`src/rtl/anport_pkg.sv`:
```
// Shared register map for the analog-shared GPIO port.
package anport_pkg;
    typedef enum logic [1:0] {
        RA_DATA   = 2'd0,
        RA_DIR    = 2'd1,
        RA_WKEN   = 2'd2,
        RA_WKFLAG = 2'd3
    } reg_addr_e;
endpackage

```
`src/rtl/anport_regs.sv`:
```
// Register file: data latch, direction and wake enable, plus the decoded
// write-one-to-clear mask for the flag register held elsewhere.
// Assumes a single-cycle write strobe; reads are handled by the top level.
module anport_regs #(
    parameter int NPINS = 8
) (
    input  logic             clk,
    input  logic             rst_n,
    input  logic             reg_wr,
    input  logic [1:0]       reg_addr,
    input  logic [NPINS-1:0] reg_wdata,
    output logic [NPINS-1:0] data_q,
    output logic [NPINS-1:0] dir_q,
    output logic [NPINS-1:0] wken_q,
    output logic [NPINS-1:0] clr_mask
);
    import anport_pkg::*;

    // Register updates on bus writes; everything clears on reset.
    always_ff @(posedge clk) begin
        if (!rst_n) begin
            data_q <= '0;
            dir_q  <= '0;
            wken_q <= '0;
        end else if (reg_wr) begin
            case (reg_addr_e'(reg_addr))
                RA_DATA: data_q <= reg_wdata;
                RA_DIR:  dir_q  <= reg_wdata;
                RA_WKEN: wken_q <= reg_wdata;
                default: ;
            endcase
        end
    end

    // Flag clear mask, valid only during a write to the flag address.
    always_comb begin
        clr_mask = (reg_wr && reg_addr_e'(reg_addr) == RA_WKFLAG) ? reg_wdata : '0;
    end

    // a data write lands in the latch regardless of direction.
    assert_data_write_R2: assert property (@(posedge clk) disable iff (!rst_n)
        (reg_wr && reg_addr == 2'd0) |=> (data_q == $past(reg_wdata)));

    // control registers come out of reset cleared.
    assert_reset_clear_R1: assert property (@(posedge clk)
        $past(!rst_n) |-> (dir_q == '0 && wken_q == '0 && data_q == '0));
endmodule

```
`src/rtl/anport_sync.sv`:
```
// Multi-flop synchronizer for the asynchronous pin levels.
// Resets to all ones so that no falling edge appears on leaving reset.
module anport_sync #(
    parameter int NPINS  = 8,
    parameter int STAGES = 2
) (
    input  logic             clk,
    input  logic             rst_n,
    input  logic [NPINS-1:0] async_in,
    output logic [NPINS-1:0] sync_out
);
    logic [NPINS-1:0] chain [STAGES];

    genvar s;
    generate
        for (s = 0; s < STAGES; s++) begin : g_stage
            // One synchronizer stage; the first samples the pins.
            always_ff @(posedge clk) begin
                if (!rst_n)
                    chain[s] <= '1;
                else if (s == 0)
                    chain[s] <= async_in;
                else
                    chain[s] <= chain[(s == 0) ? 0 : s-1];
            end
        end
    endgenerate

    assign sync_out = chain[STAGES-1];
endmodule

```
`src/rtl/anport_wake.sv`:
```
// Wake-up edge detection and sticky flags. A pin qualifies when the
// converter does not own it, its wake enable is set and its digital input
// buffer is on. Disabled buffers are seen as a constant high level.
// Assumes sync_in is already synchronized to clk.
module anport_wake #(
    parameter int NPINS = 8
) (
    input  logic             clk,
    input  logic             rst_n,
    input  logic [NPINS-1:0] sync_in,
    input  logic [NPINS-1:0] dig_in_en,
    input  logic [NPINS-1:0] conv_own,
    input  logic [NPINS-1:0] wken,
    input  logic [NPINS-1:0] clr_mask,
    output logic [NPINS-1:0] flags
);
    logic [NPINS-1:0] level;
    logic [NPINS-1:0] level_prev;
    logic [NPINS-1:0] wake_owned;
    logic [NPINS-1:0] fall;

    // Effective level seen by the detector and the ownership per pin.
    always_comb begin
        level      = sync_in | ~dig_in_en;
        wake_owned = wken & ~conv_own;
        fall       = level_prev & ~level & wake_owned;
    end

    // Previous effective level for edge detection.
    always_ff @(posedge clk) begin
        if (!rst_n) level_prev <= '1;
        else        level_prev <= level;
    end

    // Sticky flags: a set in the same cycle wins over a clear.
    always_ff @(posedge clk) begin
        if (!rst_n) flags <= '0;
        else        flags <= (flags & ~clr_mask) | fall;
    end

    // a flag without a clear request never drops.
    assert_flag_sticky_R8: assert property (@(posedge clk) disable iff (!rst_n)
        (clr_mask == '0) |=> ((flags & $past(flags)) == $past(flags)));

    // a new flag bit needs a detected falling edge behind it.
    assert_flag_needs_edge_R7: assert property (@(posedge clk) disable iff (!rst_n)
        1'b1 |=> ((flags & ~$past(flags) & ~$past(fall)) == '0));

    // a pin held by the converter never gains a flag.
    assert_conv_blocks_flag_R6: assert property (@(posedge clk) disable iff (!rst_n)
        1'b1 |=> ((flags & ~$past(flags) & $past(conv_own)) == '0));
endmodule

```
`src/rtl/anport_ctrl.sv`:
```
// Top of the analog-shared GPIO port. Resolves per-pin drive, output enable
// and readback from the register file, the converter's ownership and input
// buffer masks, and the synchronized pin levels. Priority: converter, then
// wake-up, then plain GPIO. Assumes pad_in is asynchronous to clk.
module anport_ctrl #(
    parameter int NPINS = 8
) (
    input  logic             clk,
    input  logic             rst_n,
    input  logic             reg_wr,
    input  logic [1:0]       reg_addr,
    input  logic [NPINS-1:0] reg_wdata,
    output logic [NPINS-1:0] reg_rdata,
    input  logic [NPINS-1:0] conv_own,
    input  logic [NPINS-1:0] dig_in_en,
    input  logic [NPINS-1:0] pad_in,
    output logic [NPINS-1:0] pad_out,
    output logic [NPINS-1:0] pad_oe,
    output logic             wake_irq
);
    import anport_pkg::*;

    localparam int SYNC_STAGES = 2;

    logic [NPINS-1:0] data_q, dir_q, wken_q, clr_mask;
    logic [NPINS-1:0] pin_sync, flags, data_rb;

    anport_regs #(.NPINS(NPINS)) u_regs (
        .clk      (clk),
        .rst_n    (rst_n),
        .reg_wr   (reg_wr),
        .reg_addr (reg_addr),
        .reg_wdata(reg_wdata),
        .data_q   (data_q),
        .dir_q    (dir_q),
        .wken_q   (wken_q),
        .clr_mask (clr_mask)
    );

    anport_sync #(.NPINS(NPINS), .STAGES(SYNC_STAGES)) u_sync (
        .clk     (clk),
        .rst_n   (rst_n),
        .async_in(pad_in),
        .sync_out(pin_sync)
    );

    anport_wake #(.NPINS(NPINS)) u_wake (
        .clk      (clk),
        .rst_n    (rst_n),
        .sync_in  (pin_sync),
        .dig_in_en(dig_in_en),
        .conv_own (conv_own),
        .wken     (wken_q),
        .clr_mask (clr_mask),
        .flags    (flags)
    );

    genvar i;
    generate
        for (i = 0; i < NPINS; i++) begin : g_pin
            // Per-pin data readback: latch, pin level or forced high.
            always_comb begin
                if (dir_q[i])          data_rb[i] = data_q[i];
                else if (dig_in_en[i]) data_rb[i] = pin_sync[i];
                else                   data_rb[i] = 1'b1;
            end
        end
    endgenerate

    // Drive side: converter-owned pins never drive.
    always_comb begin
        pad_out  = data_q;
        pad_oe   = dir_q & ~conv_own;
        wake_irq = |(flags & wken_q);
    end

    // Register read mux.
    always_comb begin
        case (reg_addr_e'(reg_addr))
            RA_DATA:  reg_rdata = data_rb;
            RA_DIR:   reg_rdata = dir_q;
            RA_WKEN:  reg_rdata = wken_q;
            default:  reg_rdata = flags;
        endcase
    end

    // after a direction write, drive follows it outside converter pins.
    assert_oe_after_dir_R2: assert property (@(posedge clk) disable iff (!rst_n)
        (reg_wr && reg_addr == 2'd1) |=> (pad_oe == ($past(reg_wdata) & ~conv_own)));

    // no pin drives in the cycle after reset.
    assert_reset_no_drive_R1: assert property (@(posedge clk)
        $past(!rst_n) |-> (pad_oe == '0 && !wake_irq));
endmodule

```
`config.mk`:
```
export PLATFORM = sky130hd
export DESIGN_NAME = anport_ctrl
export DESIGN_NICKNAME = d
export VERILOG_FILES = /design/src/rtl/anport_pkg.sv /design/src/rtl/anport_regs.sv /design/src/rtl/anport_sync.sv /design/src/rtl/anport_wake.sv /design/src/rtl/anport_ctrl.sv
export SDC_FILE = /design/constraint.sdc
export NUM_CORES = 1
export LEC_CHECK = 0
export BUFFER_PORTS_ARGS = -buffer_cell sky130_fd_sc_hd__buf_2
export CAP_MARGIN = 20
export CORE_UTILIZATION = 40
export DETAILED_ROUTE_END_ITERATION = 6
export PLACE_DENSITY = 0.74
export SKIP_LAST_GASP = 1
export SLEW_MARGIN = 15
export SYNTH_ARGS = -nofsm -noshare
export SYNTH_HDL_FRONTEND = slang
export SYNTH_HIERARCHICAL = 1
export SYNTH_SLANG_ARGS = --single-unit
```
`constraint.sdc`:
```
create_clock -name clk -period 1.1 [get_ports clk]
set_input_delay 0.165 -clock clk [delete_from_list [all_inputs] [get_ports clk]]
set_output_delay 0.165 -clock clk [all_outputs]
set_load 0.01 [all_outputs]
```
[Yosys cells after proc, flatten, opt, wreduce, memory -nomap -nowiden]
Memories as Yosys holds them, arrays and structs flattened.
Cells that the tools add are included.
Storage, ports and cells
  register bits: 40
  bits in writable memories: 16
  input port bits: 37
  logic and storage cells: 51
  memories kept: 1
  output and inout bits: 25
Memory list
  u_sync.chain: depth 2, width 8, rd ports 2, clocked after memory_dff 0, wr ports 2, line anport_sync.sv:12  | logic [NPINS-1:0] chain [STAGES];
Cells by class
  multiplexer cells: 22
  bitwise gates (word level): 14
  eq/ne operators: 3
  reductions and logical operators: 6
Operators with widths (count)
  bitwise AND 8 bit: 6
  NOT 8 bit: 4
  two-way mux 8 bit: 3
  one-hot mux 8 bit (3 select lines): 1
  two-way mux 1 bit: 18
  OR 8 bit: 2
  OR reduction 8 bit: 1
  AND reduction 2 bit: 3
  == test 2 bit (second input constant): 2
  == test 2 x 1 -> 1 bit (second input constant): 1
  logical NOT 2 bit: 1
  OR 1 bit: 2
  logical AND 1 bit: 1

[Longest topological paths before layout]
Gate-level depths: netlist (run 1).
  depth in word-level cells: 6
  depth in mapped cells: 4

[Hierarchy]
Netlist (run 1), hierarchy kept.
Modules (own cells, without submodules)
  anport_regs: instances 1, cells an instance 98, seq. area each 480.5 um^2, area an instance 954.7 um^2
  anport_wake: instances 1, cells an instance 50, seq. area each 320.3 um^2, area an instance 596.8 um^2
  anport_sync: instances 1, cells an instance 33, seq. area each 320.3 um^2, area an instance 431.7 um^2
  anport_ctrl: instances 1, cells an instance 47, seq. area each 0.0 um^2, area an instance 407.9 um^2

[Worst setup path after synthesis (run 1)]
Ideal clock, no wire load.
  path kind: register to output
  start: register u_regs.data_q[0]
  end: output port reg_rdata[0]
  arrival: 1.022 ns
  slack: -0.087 ns
  stages on the path, launching flop included: 4
  cell sequence: dfxtp_1 > and2b_1 > a21oi_1 > mux4_2
On the way
  cells in the longest elaborated chain, start to end: 2
RTL lines
  start, declared: line anport_regs.sv:12  | output logic [NPINS-1:0] data_q,
  start signal, assigned: line anport_regs.sv:27  | RA_DATA: data_q <= reg_wdata;
  two-way mux 1 bit: line anport_ctrl.sv:63  | if (dir_q[i]) data_rb[i] = data_q[i];
  one-hot mux 8 bit (3 select lines): line anport_ctrl.sv:79  | case (reg_addr_e'(reg_addr))
  end, declared: line anport_ctrl.sv:13  | output logic [NPINS-1:0] reg_rdata,
No other way between the ends.

[Final worst setup path (run 1)]
  start: register u_regs.data_q[7]
  end: output port reg_rdata[7]
The elaborated chain is that of the path after synthesis.

==> results.json, run 1 <==
{
  "status": "finished with violations",
  "violations": "negative setup slack",
  "n_antenna_cell": 0,
  "total_power_mw": 3.96,
  "grt_use_total_pct": 17.9,
  "fmax_mhz": 614,
  "synth.distinct_cells": 24,
  "regArea_mm2": 0.00115,
  "max-slew-margin-rel_pct": 86.6,
  "worstSetupStartpoint": "u_regs/data_q[7]",
  "tightestPinTransition_ns": 0.200,
  "post-route-util_pct": 57.9,
  "gp_congestion": 0.826,
  "maxCapViolations": 0,
  "ios": 62,
  "syn_avg_cell_area_um2": 10.5,
  "postPlaceCellArea_mm2": 0.00299,
  "die_area_mm2": 0.00629,
  "finalSetupViolations": 15,
  "cp.arrival_ns": 1.46,
  "ys_ff_latch": 56,
  "min_path_type": "primary input to flip-flop",
  "final_area_mm2": 0.00327,
  "ant_nets": 0,
  "via_per_inst": 4.96,
  "hold_viol_final": 0,
  "fin_ws_ns": -0.528,
  "fin_skew_ns": 0.00684,
  "netlist_area_mm2": 0.00239,
  "dr.first_iter.drc_count": 86,
  "clockRootBuffer": "clkbuf_8",
  "grt_max_degree": 49,
  "wl_per_cell_um": 13.6,
  "cp-start-kind": "flip-flop",
  "critPathMaxFanout": 2,
  "combPwrFrac_pct": 12.8,
  "fillers": 527,
  "portBuffers": 61,
  "leakagePower_nw": 1.55,
  "wirelength_um": 5360,
  "antenna_found_initial": 0,
  "initial_core_util_pct": 42.4,
  "htree_levels": 2,
  "die_w_um": 79.3,
  "grt_pass1_wl_um": 8630,
  "crit_required_ns": 0.94,
  "dp_slack_ns": -0.272,
  "sw_frac_of_total_pct": 23.0,
  "clockPowerShare_pct": 33.4,
  "cts_hold_buf": 0,
  "tritoncts": "done",
  "p_sw_mw": 0.911,
  "dr.pass1.iters": 4,
  "fin_crit_sh_pct": 148,
  "drc": 0,
  "clk_pin_slew_ns": 0.10,
  "synthToLayoutAreaGrowth_pct": 36.6,
  "worstSetupPathType": "flip-flop to output port",
  "reg2regPathDepth": 3,
  "syn_inst": 228,
  "cts_buffers": 5,
  "clockBufferDepth": 2,
  "max-vdd-ir-drop_mv": 0.593,
  "yosysWarnings": 6,
  "end_kind": "output port",
  "num_vias": 1949,
  "rsz0062_at_grt": "yes",
  "r2r_end": "u_wake/flags[0]",
  "overflow": 0,
  "fin_tns_setup_ns": -4.82,
  "layout_min_cycle_time_ns": 1.63,
  "p_per_area_mw_per_mm2": 1210,
  "cts_sinks": 56,
  "die_height_um": 79.3,
  "seqPwrFrac_pct": 53.8,
  "power.internal_mw": 3.04,
  "post_cts_buffers": 0,
  "clk_latency_ns": 0.30,
  "nNetsFinal": 357,
  "seq_area_frac_synth_pct": 46.9,
  "slew_viol_final": 0,
  "rows": 27,
  "first_global_vias": 1849,
  "dp_hpwl_um": 3980,
  "drive_gt1_share_pct": 45.8,
  "syn-num-nets": 265,
  "r2r_start": "u_regs/wken_q[0]",
  "reg2reg_slack_ns": 0.25,
  "core-area_mm2": 0.00564,
  "multi_input_area_mm2": 0.00125,
  "endpoint": "reg_rdata[7]"
}
worst min-delay path by stage:
stage,from,end,slack [ns],cells after the start
final,pad_in[0],u_sync/chain[0][0],0.03,2
after global routing,pad_in[1],u_sync/chain[0][1],0.02,2
after CTS,pad_in[0],u_sync/chain[0][0],0.02,2
after detailed placement,pad_in[0],u_sync/chain[0][0],0.34,2
after global placement,pad_in[1],u_sync/chain[0][1],0.34,2
after floorplan,rst_n,u_sync/chain[0][2],0.24,1
routing by layer:
metal / vias up / GRT usage, % / share of wire (%)
met2: 45 / 30.6 / 49
met4: 0 / 3.82 / 0.62
met1: 929 / 22.5 / 45
met5: - / 0 / 0
met3: 4 / 4.71 / 4.4
li1: 971 / - / -
worst max-delay path, cell delays in order, from the launching register on:
cell and delay, ns:
dfxtp_2 0.34, and2b_1 0.18, a21oi_1 0.04, mux4_2 0.44
buf_2 0.15
cell families after synthesis:
group           share of synthesized area, %
compound gates                          5.86
buf+inv                                 3.35
flops                                   46.9
mux                                     17.6
simple gates                            26.3
power by group through the flow:
| stage | Clock [mW] | Sequential [mW] | Combinational, mW |
|---|---|---|---|
| floorplan | 0 | 2.17 | 0.244 |
| global placement | 0 | 2.17 | 0.462 |
| detailed placement | 0 | 2.17 | 0.469 |
| CTS | 1.38 | 2.13 | 0.482 |
| global route | 1.46 | 2.13 | 0.552 |
| finish | 1.32 | 2.13 | 0.508 |
cells in the mapped netlist:
library cell | number | area share, %
dfxtp_1 | 56 | 47
nand2_1 | 40 | 6.3
mux2i_1 | 24 | 10
nand3b_1 | 16 | 5.0
nand2b_1 | 11 | 2.9
a21oi_1 | 8 | 1.7
and2_1 | 8 | 2.1
and2b_1 | 8 | 2.5
mux4_2 | 8 | 7.5
nor2_1 | 8 | 1.3
nor2b_1 | 8 | 2.1
o31ai_1 | 6 | 1.9
or2b_1 | 5 | 1.6
a22oi_1 | 4 | 1.3
clkbuf_1 | 4 | 0.63
buf_2 | 3 | 0.63
buf_6 | 2 | 0.94
nand3b_4 | 2 | 1.7
o31ai_2 | 2 | 1.0
and3_2 | 1 | 0.31
buf_12 | 1 | 0.84
buf_4 | 1 | 0.31
nand4_1 | 1 | 0.26
or3b_1 | 1 | 0.37
metrics by stage:
step	hold WS (ns)	std cells
2_1_floorplan	0.238	228
3_3_place_gp	0.342	385
3_5_place_dp	0.344	385
4_1_cts	0.0208	393
5_1_grt	0.0223	393
6_report	0.0287	393
final cells by class:
class,instances,share of cell area (%)
clock buffers,5,2.11
flip-flops and latches,56,35.2
repair buffers,96,20.5
clock inverters,3,1.30
well taps,72,2.76
multi-input cells,161,38.2
layout by cell type (no fill, tap or decap), types with 3 or more instances in the layout:
master / Yosys / layout
nor2_1: 8 / 5
a21oi_2: 0 / 3
buf_2: 3 / 51
dfxtp_2: 0 / 16
nor2b_1: 8 / 5
nand3b_1: 16 / 16
or2b_1: 5 / 5
buf_6: 2 / 17
mux2i_1: 24 / 24
and2b_1: 8 / 8
mux4_2: 8 / 8
o31ai_1: 6 / 6
buf_4: 1 / 27
nor2b_4: 0 / 3
and2_1: 8 / 8
nand2_1: 40 / 40
nor2_2: 0 / 3
dfxtp_1: 56 / 38
a21oi_1: 8 / 5
a22oi_2: 0 / 3
clkbuf_8: 0 / 5
nand2b_1: 11 / 11
registers in the layout, summed over array words and instances (netlist names):
signal,flops
u_sync/chain,16
u_regs/wken_q,8
u_wake/flags,8
u_regs/dir_q,8
u_wake/level_prev,8
u_regs/data_q,8
repair_timing:
item,in CTS,in global routing
resized for setup,21,24
setup endpoints to repair,17,21
pin swaps,1,0
Note: power is estimated with default switching activity, not from simulation.
==> run 2, diff against run 1 <==
Settings changed: PLACE_DENSITY 0.74 to 0.71.
Clock period 1.1 ns to 1.9 ns, I/O delays scaled along.
==> results.json, run 2 (synthesized netlist as in run 1, its figures left out) <==
{
  "p_per_area_mw_per_mm2": 735,
  "grt_use_total_pct": 17.7,
  "num_vias": 1755,
  "cts_buffers": 5,
  "n_antenna_cell": 0,
  "ant_nets": 0,
  "cp_slowest_cell": "mux4_2",
  "regMostFlops": "u_sync/chain",
  "fmax_mhz": 548,
  "antenna_found_initial": 0,
  "max-slew-margin-rel_pct": 61.7,
  "clk_latency_ns": 0.31,
  "rows": 27,
  "cp-start-kind": "flip-flop",
  "power.internal_mw": 1.58,
  "clockRootBuffer": "clkbuf_8",
  "path_cells": "and2b_1 > a21oi_1 > mux4_2 > buf_2",
  "grt_pass1_wl_um": 8320,
  "wirelength_um": 5200,
  "dr.pass1.iters": 4,
  "fin_crit_sh_pct": 96.0,
  "dp_hpwl_um": 3820,
  "critPathTopFamily": "multiplexers",
  "sw_frac_of_total_pct": 24.0,
  "gp_congestion": 0.808,
  "cts_sinks": 56,
  "first_global_vias": 1671,
  "layout_min_cycle_time_ns": 1.82,
  "synthToLayoutAreaGrowth_pct": 18.1,
  "grt_max_degree": 39,
  "ios": 62,
  "mostFrequentLayoutCell": "buf_2",
  "end_kind": "output port",
  "layout_common_cells": "buf_2, dfxtp_1, nand2_1, mux2i_1, nand3b_1",
  "via_per_inst": 4.85,
  "initial_core_util_pct": 42.4,
  "clockPowerShare_pct": 29.5,
  "fin_cells": 362,
  "status": "finished clean",
  "rsz0062_at_grt": "no",
  "clk_pin_slew_ns": 0.10,
  "nNetsFinal": 327,
  "p_sw_mw": 0.499,
  "min_path_type": "primary input to flip-flop",
  "clockBufferDepth": 2,
  "max-vdd-ir-drop_mv": 0.443,
  "tritoncts": "done",
  "slew_viol_final": 0,
  "hold_viol_final": 0,
  "critPathMaxFanout": 5,
  "cts_hold_buf": 0,
  "portBuffers": 61,
  "overflow": 0,
  "die_area_mm2": 0.00629,
  "seqPwrFrac_pct": 59.4,
  "path_buf_inv": 1,
  "drc": 0,
  "cp.arrival_ns": 1.54,
  "die_w_um": 79.3,
  "finalSetupViolations": 0,
  "fin_tns_setup_ns": 0,
  "dr.first_iter.drc_count": 57,
  "placed_cells": 355,
  "final_area_mm2": 0.00282,
  "postPlaceCellArea_mm2": 0.00274,
  "drive_gt1_share_pct": 29.7,
  "worstSetupPathType": "flip-flop to output port",
  "core-area_mm2": 0.00564,
  "crit_path_max_incr_delay_ns": 0.47,
  "leakagePower_nw": 1.35,
  "crit_required_ns": 1.62,
  "maxCapViolations": 0,
  "largest_reg_flops": 16,
  "wl_per_cell_um": 14.4,
  "die_height_um": 79.3,
  "fin_skew_ns": 0.00893,
  "tightestPinTransition_ns": 0.575,
  "combPwrFrac_pct": 11.1,
  "htree_levels": 2
}
-- run 2: cell count changes in the layout (fill, tap and decap cells not counted), moves of 10 or more --
cell     delta
buf_2      +10
buf_4      -22
buf_6      -17
dfxtp_1    +17
dfxtp_2    -15
-- run 2: path summary, 6_finish.rpt --
check	startpoint	endpoint	slack (ns)	cells after the start
setup / recovery	u_regs/dir_q[5]	reg_rdata[5]	0.08	4
hold / removal	pad_in[5]	u_sync/chain[0][5]	0.15	2
setup reg to reg	u_sync/chain[1][5]	u_wake/flags[5]	1.06	2
hold reg to reg	u_sync/chain[0][7]	u_sync/chain[1][7]	0.41	1
-- run 2: layout make-up --
class                      instances  area (um2)
multi-input combinational        161        1190
sequential                        56        1120
timing repair buffer              66         343
fill                             543        2820
clock inverter                     1        5.00
clock buffer                       6        72.6
tap                               72        90.1
-- run 2: timing repair --
action                                  in CTS  in global routing
buffers inserted                             0                  0
endpoints found under the setup margin       0                  1
resized for setup                            0                  1
-- run 2: per-layer routing --
metal  global-route usage [%]  up-vias  wire (um)
li1                         -      901          -
met1                     22.3      808       2460
met2                     29.6       44       2500
met3                     4.25        2        212
met4                     5.45        0         23
met5                        0        -          0
-- run 2: power by group through the flow --
stage	Clock, mW	Combinational [mW]	Sequential [mW]
final	0.613	0.229	1.23
after global routing	0.690	0.252	1.24
after CTS	0.632	0.232	1.23
after detailed placement	0	0.231	1.26
after global placement	0	0.228	1.26
after floorplan	0	0.141	1.26
-- run 2: through the flow --
| stage | hold slack [ns] | setup WS, ns | power (mW) | utilization [%] |
|---|---|---|---|---|
| CTS | 0.148 | 0.0561 | 2.10 | 50.0 |
| global placement | 0.386 | 0.305 | 1.49 | 48.6 |
| floorplan | 0.358 | 0.593 | 1.40 | - |
| detailed placement | 0.392 | 0.270 | 1.49 | 48.6 |
| finish | 0.152 | 0.0755 | 2.08 | 50.0 |
| global route | 0.145 | 0.0244 | 2.18 | 50.0 |
